**config.mk**
```make
export PLATFORM = sky130hd
export DESIGN_NAME = sram_pipe_ctrl
export DESIGN_NICKNAME = d
export VERILOG_FILES = /design/src/rtl/sram_pipe_pkg.sv /design/src/rtl/sram_cmd_decode.sv /design/src/rtl/sram_byte_array.sv /design/src/rtl/sram_out_stage.sv /design/src/rtl/sram_pipe_ctrl.sv
export SDC_FILE = /design/constraint.sdc
export NUM_CORES = 1
export LEC_CHECK = 0
export ABC_AREA = 1
export CORE_UTILIZATION = 60
export DETAILED_ROUTE_END_ITERATION = 10
export PLACE_DENSITY = 0.81
export SLEW_MARGIN = 20
export SYNTH_ARGS = -nofsm -noshare
export SYNTH_HDL_FRONTEND = slang
export SYNTH_HIERARCHICAL = 1
export SYNTH_SLANG_ARGS = --single-unit
```
**constraint.sdc**
```tcl
create_clock -name clk_i -period 2.8 [get_ports clk_i]
set_clock_uncertainty 0.2 [all_clocks]
set_input_delay 0.56 -clock clk_i [delete_from_list [all_inputs] [get_ports clk_i]]
set_output_delay 0.56 -clock clk_i [all_outputs]
set_load 0.01 [all_outputs]
```
**src/rtl/sram_pipe_pkg.sv**
```systemverilog
package sram_pipe_pkg;
  localparam int unsigned LANES  = 4;
  localparam int unsigned LANE_W = 9;
  localparam int unsigned WORD_W = LANES * LANE_W;

  typedef logic [LANES-1:0]  lane_mask_t;
  typedef logic [WORD_W-1:0] word_t;
endpackage

```
**src/rtl/sram_cmd_decode.sv**
```systemverilog
module sram_cmd_decode
  import sram_pipe_pkg::*;
(
  input  logic       proc_strb_ni,
  input  logic       ctrl_strb_ni,
  input  logic       ce1_ni,
  input  logic       ce2_i,
  input  logic       ce3_ni,
  input  logic       gw_ni,
  input  logic       bwe_ni,
  input  lane_mask_t bsel_ni,
  input  logic       acc_q_i,
  output logic       proc_start_o,
  output logic       ctrl_rd_o,
  output logic       ctrl_wr_o,
  output logic       pend_wr_o,
  output logic       desel_o,
  output lane_mask_t wmask_o
);
  logic sel, proc_v, ctrl_v, any_v, wr_ctl;

  assign sel    = !ce1_ni && ce2_i && !ce3_ni;
  // processor strobe is gated by chip enable 1 and wins over the controller strobe
  assign proc_v = !proc_strb_ni && !ce1_ni;
  assign ctrl_v = !ctrl_strb_ni && !proc_v;
  assign any_v  = proc_v || ctrl_v;
  assign wr_ctl = !gw_ni || !bwe_ni;

  assign proc_start_o = proc_v && sel;
  assign ctrl_wr_o    = ctrl_v && sel && wr_ctl;
  assign ctrl_rd_o    = ctrl_v && sel && !wr_ctl;
  assign pend_wr_o    = acc_q_i && !any_v && wr_ctl;
  assign desel_o      = any_v && !sel;
  assign wmask_o      = !gw_ni ? '1 : (bwe_ni ? '0 : ~bsel_ni);
endmodule

```
**src/rtl/sram_byte_array.sv**
```systemverilog
module sram_byte_array
  import sram_pipe_pkg::*;
#(
  parameter int unsigned DEPTH = 16,
  localparam int unsigned AW   = $clog2(DEPTH)
) (
  input  logic          clk_i,
  input  logic          we_i,
  input  lane_mask_t    mask_i,
  input  logic [AW-1:0] waddr_i,
  input  word_t         wdata_i,
  input  logic [AW-1:0] raddr_i,
  output word_t         rdata_o
);
  for (genvar l = 0; l < LANES; l++) begin : g_lane
    logic [LANE_W-1:0] lane_mem [DEPTH];

    always_ff @(posedge clk_i) begin
      if (we_i && mask_i[l]) lane_mem[waddr_i] <= wdata_i[l*LANE_W +: LANE_W];
    end

    assign rdata_o[l*LANE_W +: LANE_W] = lane_mem[raddr_i];
  end
endmodule

```
**src/rtl/sram_out_stage.sv**
```systemverilog
module sram_out_stage
  import sram_pipe_pkg::*;
(
  input  logic  clk_i,
  input  logic  rst_ni,
  input  logic  desel_i,
  input  logic  wr_commit_i,
  input  logic  rd_pend_i,
  input  word_t mem_rdata_i,
  input  logic  oe_ni,
  output word_t rdata_o,
  output logic  dq_oe_o
);
  logic en_q;
  word_t data_q;

  always_ff @(posedge clk_i or negedge rst_ni) begin
    if (!rst_ni) begin
      en_q   <= 1'b0;
      data_q <= '0;
    end else if (desel_i || wr_commit_i) begin
      en_q <= 1'b0;
    end else if (rd_pend_i) begin
      en_q   <= 1'b1;
      data_q <= mem_rdata_i;
    end
  end

  assign rdata_o = data_q;
  assign dq_oe_o = en_q && !oe_ni;

  a_r9_desel_hiz: assert property (@(posedge clk_i) disable iff (!rst_ni)
    desel_i |=> !en_q);
  a_r8_write_hiz: assert property (@(posedge clk_i) disable iff (!rst_ni)
    wr_commit_i |=> !en_q);
  a_r6_read_drive: assert property (@(posedge clk_i) disable iff (!rst_ni)
    (rd_pend_i && !desel_i && !wr_commit_i) |=> en_q);
  a_r6_data_stable: assert property (@(posedge clk_i) disable iff (!rst_ni)
    !rd_pend_i |=> $stable(data_q));
endmodule

```
**src/rtl/sram_pipe_ctrl.sv**
```systemverilog
module sram_pipe_ctrl
  import sram_pipe_pkg::*;
#(
  parameter int unsigned DEPTH = 16,
  localparam int unsigned AW   = $clog2(DEPTH)
) (
  input  logic                   clk_i,
  input  logic                   rst_ni,
  input  logic [AW-1:0]          addr_i,
  input  logic                   proc_strb_ni,
  input  logic                   ctrl_strb_ni,
  input  logic                   ce1_ni,
  input  logic                   ce2_i,
  input  logic                   ce3_ni,
  input  logic                   gw_ni,
  input  logic                   bwe_ni,
  input  logic [LANES-1:0]       bsel_ni,
  input  logic                   oe_ni,
  input  logic [WORD_W-1:0]      wdata_i,
  output logic [WORD_W-1:0]      rdata_o,
  output logic                   dq_oe_o
);
  logic          proc_start, ctrl_rd, ctrl_wr, pend_wr, desel;
  lane_mask_t    wmask;
  logic [AW-1:0] addr_q, waddr;
  logic          acc_q, rd_q, wr_commit;
  word_t         mem_rdata;

  sram_cmd_decode u_dec (
    .proc_strb_ni (proc_strb_ni),
    .ctrl_strb_ni (ctrl_strb_ni),
    .ce1_ni       (ce1_ni),
    .ce2_i        (ce2_i),
    .ce3_ni       (ce3_ni),
    .gw_ni        (gw_ni),
    .bwe_ni       (bwe_ni),
    .bsel_ni      (bsel_ni),
    .acc_q_i      (acc_q),
    .proc_start_o (proc_start),
    .ctrl_rd_o    (ctrl_rd),
    .ctrl_wr_o    (ctrl_wr),
    .pend_wr_o    (pend_wr),
    .desel_o      (desel),
    .wmask_o      (wmask)
  );

  always_ff @(posedge clk_i or negedge rst_ni) begin
    if (!rst_ni) begin
      addr_q <= '0;
      acc_q  <= 1'b0;
      rd_q   <= 1'b0;
    end else begin
      if (proc_start || ctrl_rd) addr_q <= addr_i;
      acc_q <= proc_start;
      rd_q  <= proc_start || ctrl_rd;
    end
  end

  assign wr_commit = ctrl_wr || pend_wr;
  // controller write uses the live address, processor write the captured one
  assign waddr     = ctrl_wr ? addr_i : addr_q;

  sram_byte_array #(.DEPTH(DEPTH)) u_mem (
    .clk_i   (clk_i),
    .we_i    (wr_commit),
    .mask_i  (wmask),
    .waddr_i (waddr),
    .wdata_i (wdata_i),
    .raddr_i (addr_q),
    .rdata_o (mem_rdata)
  );

  sram_out_stage u_out (
    .clk_i       (clk_i),
    .rst_ni      (rst_ni),
    .desel_i     (desel),
    .wr_commit_i (wr_commit),
    .rd_pend_i   (rd_q),
    .mem_rdata_i (mem_rdata),
    .oe_ni       (oe_ni),
    .rdata_o     (rdata_o),
    .dq_oe_o     (dq_oe_o)
  );

  a_r5_ce1_gates_proc: assert property (@(posedge clk_i) disable iff (!rst_ni)
    acc_q |-> $past(!proc_strb_ni && !ce1_ni));
  a_r4_pend_one_shot: assert property (@(posedge clk_i) disable iff (!rst_ni)
    acc_q |=> !acc_q || $past(!proc_strb_ni));
endmodule

```
==> metrics, run 1 <==
Setup CP Type=input pin to flop; endpoints failing setup=0; sequential cell area=18380 um2; initial antenna violation count=0; drt initial violations=2553; most common cell in the netlist=nand2_1; chip height=214.4 um; Worst VDD drop=570.9 uV; share of layout cells above drive strength 1=10.51%; worst hold path type=flop to flop; pre-CTS WS=-0.3582 ns; Worst Max-Slew Pin Slew=1.188 ns; CP endpoint=u_mem/g_lane[2].lane_mem[5][2]; post-DR vias/cell=5.695; Peak Freq=385.1 MHz; Final Hold Vio Count=0; number of synthesized register bits=619; switch share=28.72%; Yosys cell types=27; core area=44320 um2; total gr overflow=0; startpoint types=input pin; CTS buffer count=59; routability cong.=0.9124; Multi-input gate area=6167 um2; Critical R2R Launch=addr_q[3]; Starting Density=61.06%; Cell Pwr Density=742.3 nW/um2; hold slack=0.2690 ns; sequential share of power=45.1%; WL final=69390 um; final design utilization=70.65%; antenna diode count=0; PnR worst setup slack=0.2033 ns; CTS tree=built; Post-synth EDFFs=576; CP max FO=9; port bufs=90; most instantiated cells after synthesis=nand2_1 (874), edfxtp_1 (576), inv_1 (445); Rows=77; RSZ-0062 raised after global routing=false; Avg Cell Area, Syn=10.28 um2; Main synth FF type=edfxtp_1; total design power=0.02324 W; sw power=0.006675 W; post-CTS resize count=0; WL/cell=20.08 um; CTS max path bufs=3; Netlist Area Pre-Place=27060 um2; top post-synthesis cells by area=edfxtp_1 (64%), nand2_1 (12%), nand3_1 (8.1%); first-pass GRT wire length=106000 um; reg2reg path depth=5; CP max-delay cell=clkdlybuf4s50_1; post-route antenna net violation count=0; Gate Count Post-Synth=2632; CP arrival=2.72 ns; R2R Path End=u_out/rdata_o[26]; Yosys warnings=6; I/O Pins=91; Most Frequent Cell on Critical Path=nand2_1; Post-Syn Nets=2686; Gate power share=20.0%; vias in the first global route=19310; Sink Count=619; Clk pwr share=34.9%; Tmin final=2.597 ns; hold_sp=u_out/rdata_o[17]; register area share after synthesis=67.90%; top cell type's share of synthesized area=63.92%; CP max stage delay=0.45 ns; Int Power=0.01657 W; relative slew slack=20.29%; maxcap violations=0; period utilization=92.74%; Reg clk slew, reported paths=0.06 ns; CP Data Required Time=2.93 ns; hpwl dp=42710 um; cell chain of the critical path=clkdlybuf4s50_1 -> nand2_2 -> inv_1 -> nor3_2 -> buf_4 -> inv_1 -> nand2_1 -> nand2_1 -> nor2_1 -> nand2_1 -> nor2_1 -> buf_4; Critical path origin=bwe_ni; Root Buffer=clkbuf_16; status=finished, final reports clean; CTS H-tree lvls=2; DR vias=19680; Critical Path End Type=flop; asr flop ratio synth=6.947%; Skew-Pair Late Insertion Delay=0.63 ns; total track usage=30.43%; die area=45950 um2; Fillers=2969; P_leak=13.51 nW; largest net degree at the start of global routing=145; R2R Setup Slk=0.29 ns; Layout Nets=2872; Area Growth Syn to Fin=15.70%; Slew Limit Fails=0; DIE WIDTH=214.4 um; area leader, netlist=edfxtp_1; DRC Markers=0; DRT Pass-1 Iters=7
kinds of logic after synthesis:
group | share of synthesized area (%)
simple gates | 22.62
buf+inv | 9.312
flops | 67.90
compound gates | 0.1757
worst min-delay path by stage:
stage	endpoint	slack (ns)	cells after the start
detailed placement	u_out/rdata_o[30]	0.26	2
CTS	u_out/rdata_o[30]	0.28	2
floorplan	acc_q	0.06	0
global placement	u_out/rdata_o[29]	0.25	2
finish	u_out/rdata_o[17]	0.27	2
global route	u_out/rdata_o[17]	0.29	2
layout make-up:
type | instances | area share, %
Sequential cell | 619 | 58.72
Inverter | 449 | 5.415
Tap cell | 592 | 2.366
Multi-Input combinational cell | 1433 | 19.70
Timing Repair Buffer | 256 | 7.489
Clock buffer | 66 | 4.935
Clock inverter | 41 | 1.379
cells in the final DEF, fill, tap and decap left out, types with 2 or more instances in the layout:
cell type,instances
buf_12,16
buf_4,149
bufinv_16,8
clkbuf_1,5
clkbuf_16,61
clkdlybuf4s50_1,89
clkinv_1,13
clkinv_2,7
clkinvlp_4,11
dfrtp_1,38
dfrtp_2,3
dfrtp_4,2
edfxtp_1,576
inv_1,445
inv_6,2
inv_8,2
nand2_1,874
nand3_1,439
nand3_2,30
nor2_1,72
nor3_1,2
nor3_2,2
o21ai_0,8
routing by layer:
metal / wire length [um] / track usage, % / vias up
met1: 24740 / 40.60 / 9122
li1: - / - / 8831
met2: 32080 / 48.13 / 1466
met4: 3666 / 16.74 / 0
met3: 8906 / 5.050 / 262
met5: 0 / 0 / -
stage by stage:
stage,cell area [um2],TNS (ns),instances
finish,31310,0,3456
global route,31310,0,3456
CTS,31310,0,3456
global placement,29320,-84.78,3348
floorplan,27060,0,2632
detailed placement,29320,-150.75,3348
power by group through the flow:
stage	Combinational, W	Clock [W]	Sequential (W)
3_3_place_gp	0.00437	0	0.0107
5_1_grt	0.00499	0.00852	0.0105
6_report	0.00464	0.00811	0.0105
2_1_floorplan	0.00278	0	0.0107
3_5_place_dp	0.00448	0	0.0107
4_1_cts	0.00454	0.00817	0.0105
worst max-delay path, delay by kind of cell:
family,cells,cell delay [ns]
buf+inv,5,0.95
simple gates,7,1.20
state kept, by name, indices dropped and copies added (netlist names):
register               count
u_mem/g_lane.lane_mem    576
rd_q                       1
addr_q                     4
u_out/rdata_o             36
acc_q                      1
u_out/en_q                 1
timing repair:
action | 4_1_cts | 5_1_grt
hold buffers | 1 | 0
endpoints found under the hold margin | 21 | 0
setup buffers | 0 | 0
Power figures use the tool's default switching activity.
==> run 2, diff against run 1 <==
--- a/config.mk
+++ b/config.mk
@@ -6,9 +6,10 @@
 export NUM_CORES = 1
 export LEC_CHECK = 0
 export ABC_AREA = 1
-export CORE_UTILIZATION = 60
+export CORE_UTILIZATION = 35
 export DETAILED_ROUTE_END_ITERATION = 10
-export PLACE_DENSITY = 0.81
+export GPL_TIMING_DRIVEN = 1
+export PLACE_DENSITY = 0.53
 export SLEW_MARGIN = 20
 export SYNTH_ARGS = -nofsm -noshare
 export SYNTH_HDL_FRONTEND = slang
==> metrics, run 2 (same netlist as run 1, synthesis figures left out) <==
grt peak-use layer=met2; total track usage=19.19% (-11 points); Fillers=7241 (+140%); routing usage on met1=25.81% (-15 points); Worst Max-Slew Pin Slew=0.8390 ns (-0.3494 ns); Largest register FFs=576 (unchanged); Hold Crit Depth=2 (unchanged); DR vias=18620 (-5.4%); Cell Pwr Density=752.5 nW/um2 (+1.4%); CP arrival=2.76 ns (+0.04 ns); endpoints failing setup=0 (unchanged); core area=76200 um2 (+72%); most frequent cells in the layout=nand2_1 (874), edfxtp_1 (576), inv_1 (445); P_leak=13.69 nW (+1.3%); hold_sp=u_out/rdata_o[29]; total gr overflow=0 (unchanged); chip height=280.1 um (+31%); Reg clk slew, reported paths=0.06 ns (about the same); Final Hold Vio Count=0 (unchanged); final design utilization=42.24% (-28 points); antenna diode count=0 (unchanged); maxcap violations=0 (unchanged); CTS H-tree lvls=3 (+1); port bufs=90 (unchanged); CP max FO=9 (unchanged); first-pass GRT wire length=112000 um (+5.7%); setup_tns=0 ns (unchanged); WL/cell=18.90 um (-5.9%); RSZ-0062 raised after global routing=false; Slew Limit Fails=0 (unchanged); Sink Count=619 (unchanged); Global Route met2 Usage=31.18% (-17 points); Most flops, register=u_mem/g_lane.lane_mem; Hold Path End=u_out/rdata_o[29]; R2R Path End=u_out/rdata_o[26]; Setup CP Type=input pin to flop; met3 Resource Use GR=3.164% (-1.9 points); Skew-Pair Late Insertion Delay=0.61 ns (-0.02 ns); Setup Buffers After CTS=0 (unchanged); total design power=0.02422 W (+4.2%); CP Data Required Time=2.91 ns (-0.02 ns); Tmin final=2.651 ns (+0.05436 ns); Starting Density=35.51% (-26 points); Critical Path End Type=flop; period utilization=94.68% (+1.9 points); Critical R2R Launch=addr_q[0]; status=finished, final reports clean; Area Growth Syn to Fin=18.94%; Peak Freq=377.2 MHz (-2.1%); R2R Setup Slk=0.42 ns (+0.13 ns); CTS buffer count=67 (+14%); Root Buffer=clkbuf_16; DIE WIDTH=280.1 um (+31%); hold slack=0.2672 ns (-0.001805 ns); post-route antenna net violation count=0 (unchanged); I/O Pins=91 (unchanged); startpoint types=input pin; CTS max path bufs=3 (unchanged); share of layout cells above drive strength 1=11.00% (+0.49 points); DRC Markers=0 (unchanged); post-DR vias/cell=4.759 (-16%); reg2reg path depth=8 (+3); die area=78430 um2 (+71%); hpwl dp=47580 um (+11%); commonest non-fill, non-tap cell in the layout=nand2_1; WL final=73940 um (+6.5%); Rows=101 (+31%); initial antenna violation count=1 (+1); Layout Nets=2885 (+0.45%); drt initial violations=1705 (-33%); vias in the first global route=18840 (-2.4%); DRT Pass-1 Iters=7 (unchanged); Worst VDD drop=458.6 uV (-20%); routability cong.=0.8602 (-5.7%); relative slew slack=44.07% (+24 points); largest net degree at the start of global routing=118 (-19%); CTS tree=built; worst hold path type=flop to flop
-- run 2: cell count changes in the layout (fill, tap and decap cells not counted), moves of 2 or more --
cell        delta
clkbuf_1       +9
clkbuf_16      +8
clkinvlp_4     -8
clkinv_1       -6
clkinv_2       +5
buf_4          +3
buf_12         +2
clkinv_8       +2
-- run 2: through the flow --
| stage | worst slack [ns] | instance area, um2 | std cells |
|---|---|---|---|
| after floorplan | 0.2243 | 27060 | 2632 |
| after global placement | -0.3746 | 29940 | 3791 |
| after detailed placement | -0.4538 | 29940 | 3791 |
| after CTS | 0.1947 | 32180 | 3912 |
| after global routing | 0.04299 | 32190 | 3912 |
| final | 0.1490 | 32190 | 3912 |
-- run 2: worst max-delay path by stage --
| stage | to | startpoint | slack [ns] | depth (start not counted) |
|---|---|---|---|---|
| final | u_mem/g_lane[0].lane_mem[6][7] | bwe_ni | 0.15 | 13 |
| after global routing | u_mem/g_lane[1].lane_mem[0][5] | bwe_ni | 0.04 | 13 |
| after CTS | u_mem/g_lane[0].lane_mem[6][1] | bwe_ni | 0.19 | 13 |
| after detailed placement | u_mem/g_lane[0].lane_mem[6][0] | bwe_ni | -0.45 | 13 |
| after global placement | u_mem/g_lane[0].lane_mem[6][3] | bwe_ni | -0.37 | 13 |
| after floorplan | u_mem/g_lane[2].lane_mem[10][0] | ctrl_strb_ni | 0.22 | 7 |
-- run 2: area by class of cell --
class / instances / area, um2 / share of cell area, %
multi-input cells: 1433 / 6170 / 19.17
repair buffers: 261 / 2407 / 7.479
inverters: 449 / 1695 / 5.267
flip-flops and latches: 619 / 18390 / 57.13
clock inverters: 36 / 445.4 / 1.384
clock buffers: 84 / 1793 / 5.571
well taps: 1030 / 1289 / 4.004
-- run 2: repair_timing --
item	4_1_cts	5_1_grt
setup endpoints to repair	0	9
hold endpoints to repair	25	0
resized for setup	0	1
hold buffers	1	0
-- run 2: per-layer routing --
metal / wire [um] / share of wire (%) / up-vias
li1: - / - / 8870
met1: 32660 / 44 / 9051
met2: 34500 / 47 / 577
met3: 4687 / 6.3 / 121
met4: 2089 / 2.8 / 0
met5: 0 / 0 / -
-- run 2: power breakdown --
group          leakage [nW]  internal [W]  switching (W)  total (W)
Sequential             5.73        0.0103       0.000180     0.0105
Combinational          6.87       0.00157        0.00312    0.00469
Clock                  1.09       0.00540        0.00361    0.00901
Total                  13.7        0.0173        0.00691     0.0242
-- run 2: worst max-delay path: stages --
cell,delay (ns)
clkdlybuf4s50_1,0.44
nand2_2,0.09
inv_1,0.04
nor3_2,0.17
buf_4,0.19
inv_1,0.09
nand2_1,0.07
nand2_1,0.10
nor2_1,0.25
nand2_1,0.18
buf_4,0.19
nor2_1,0.16
buf_4,0.22
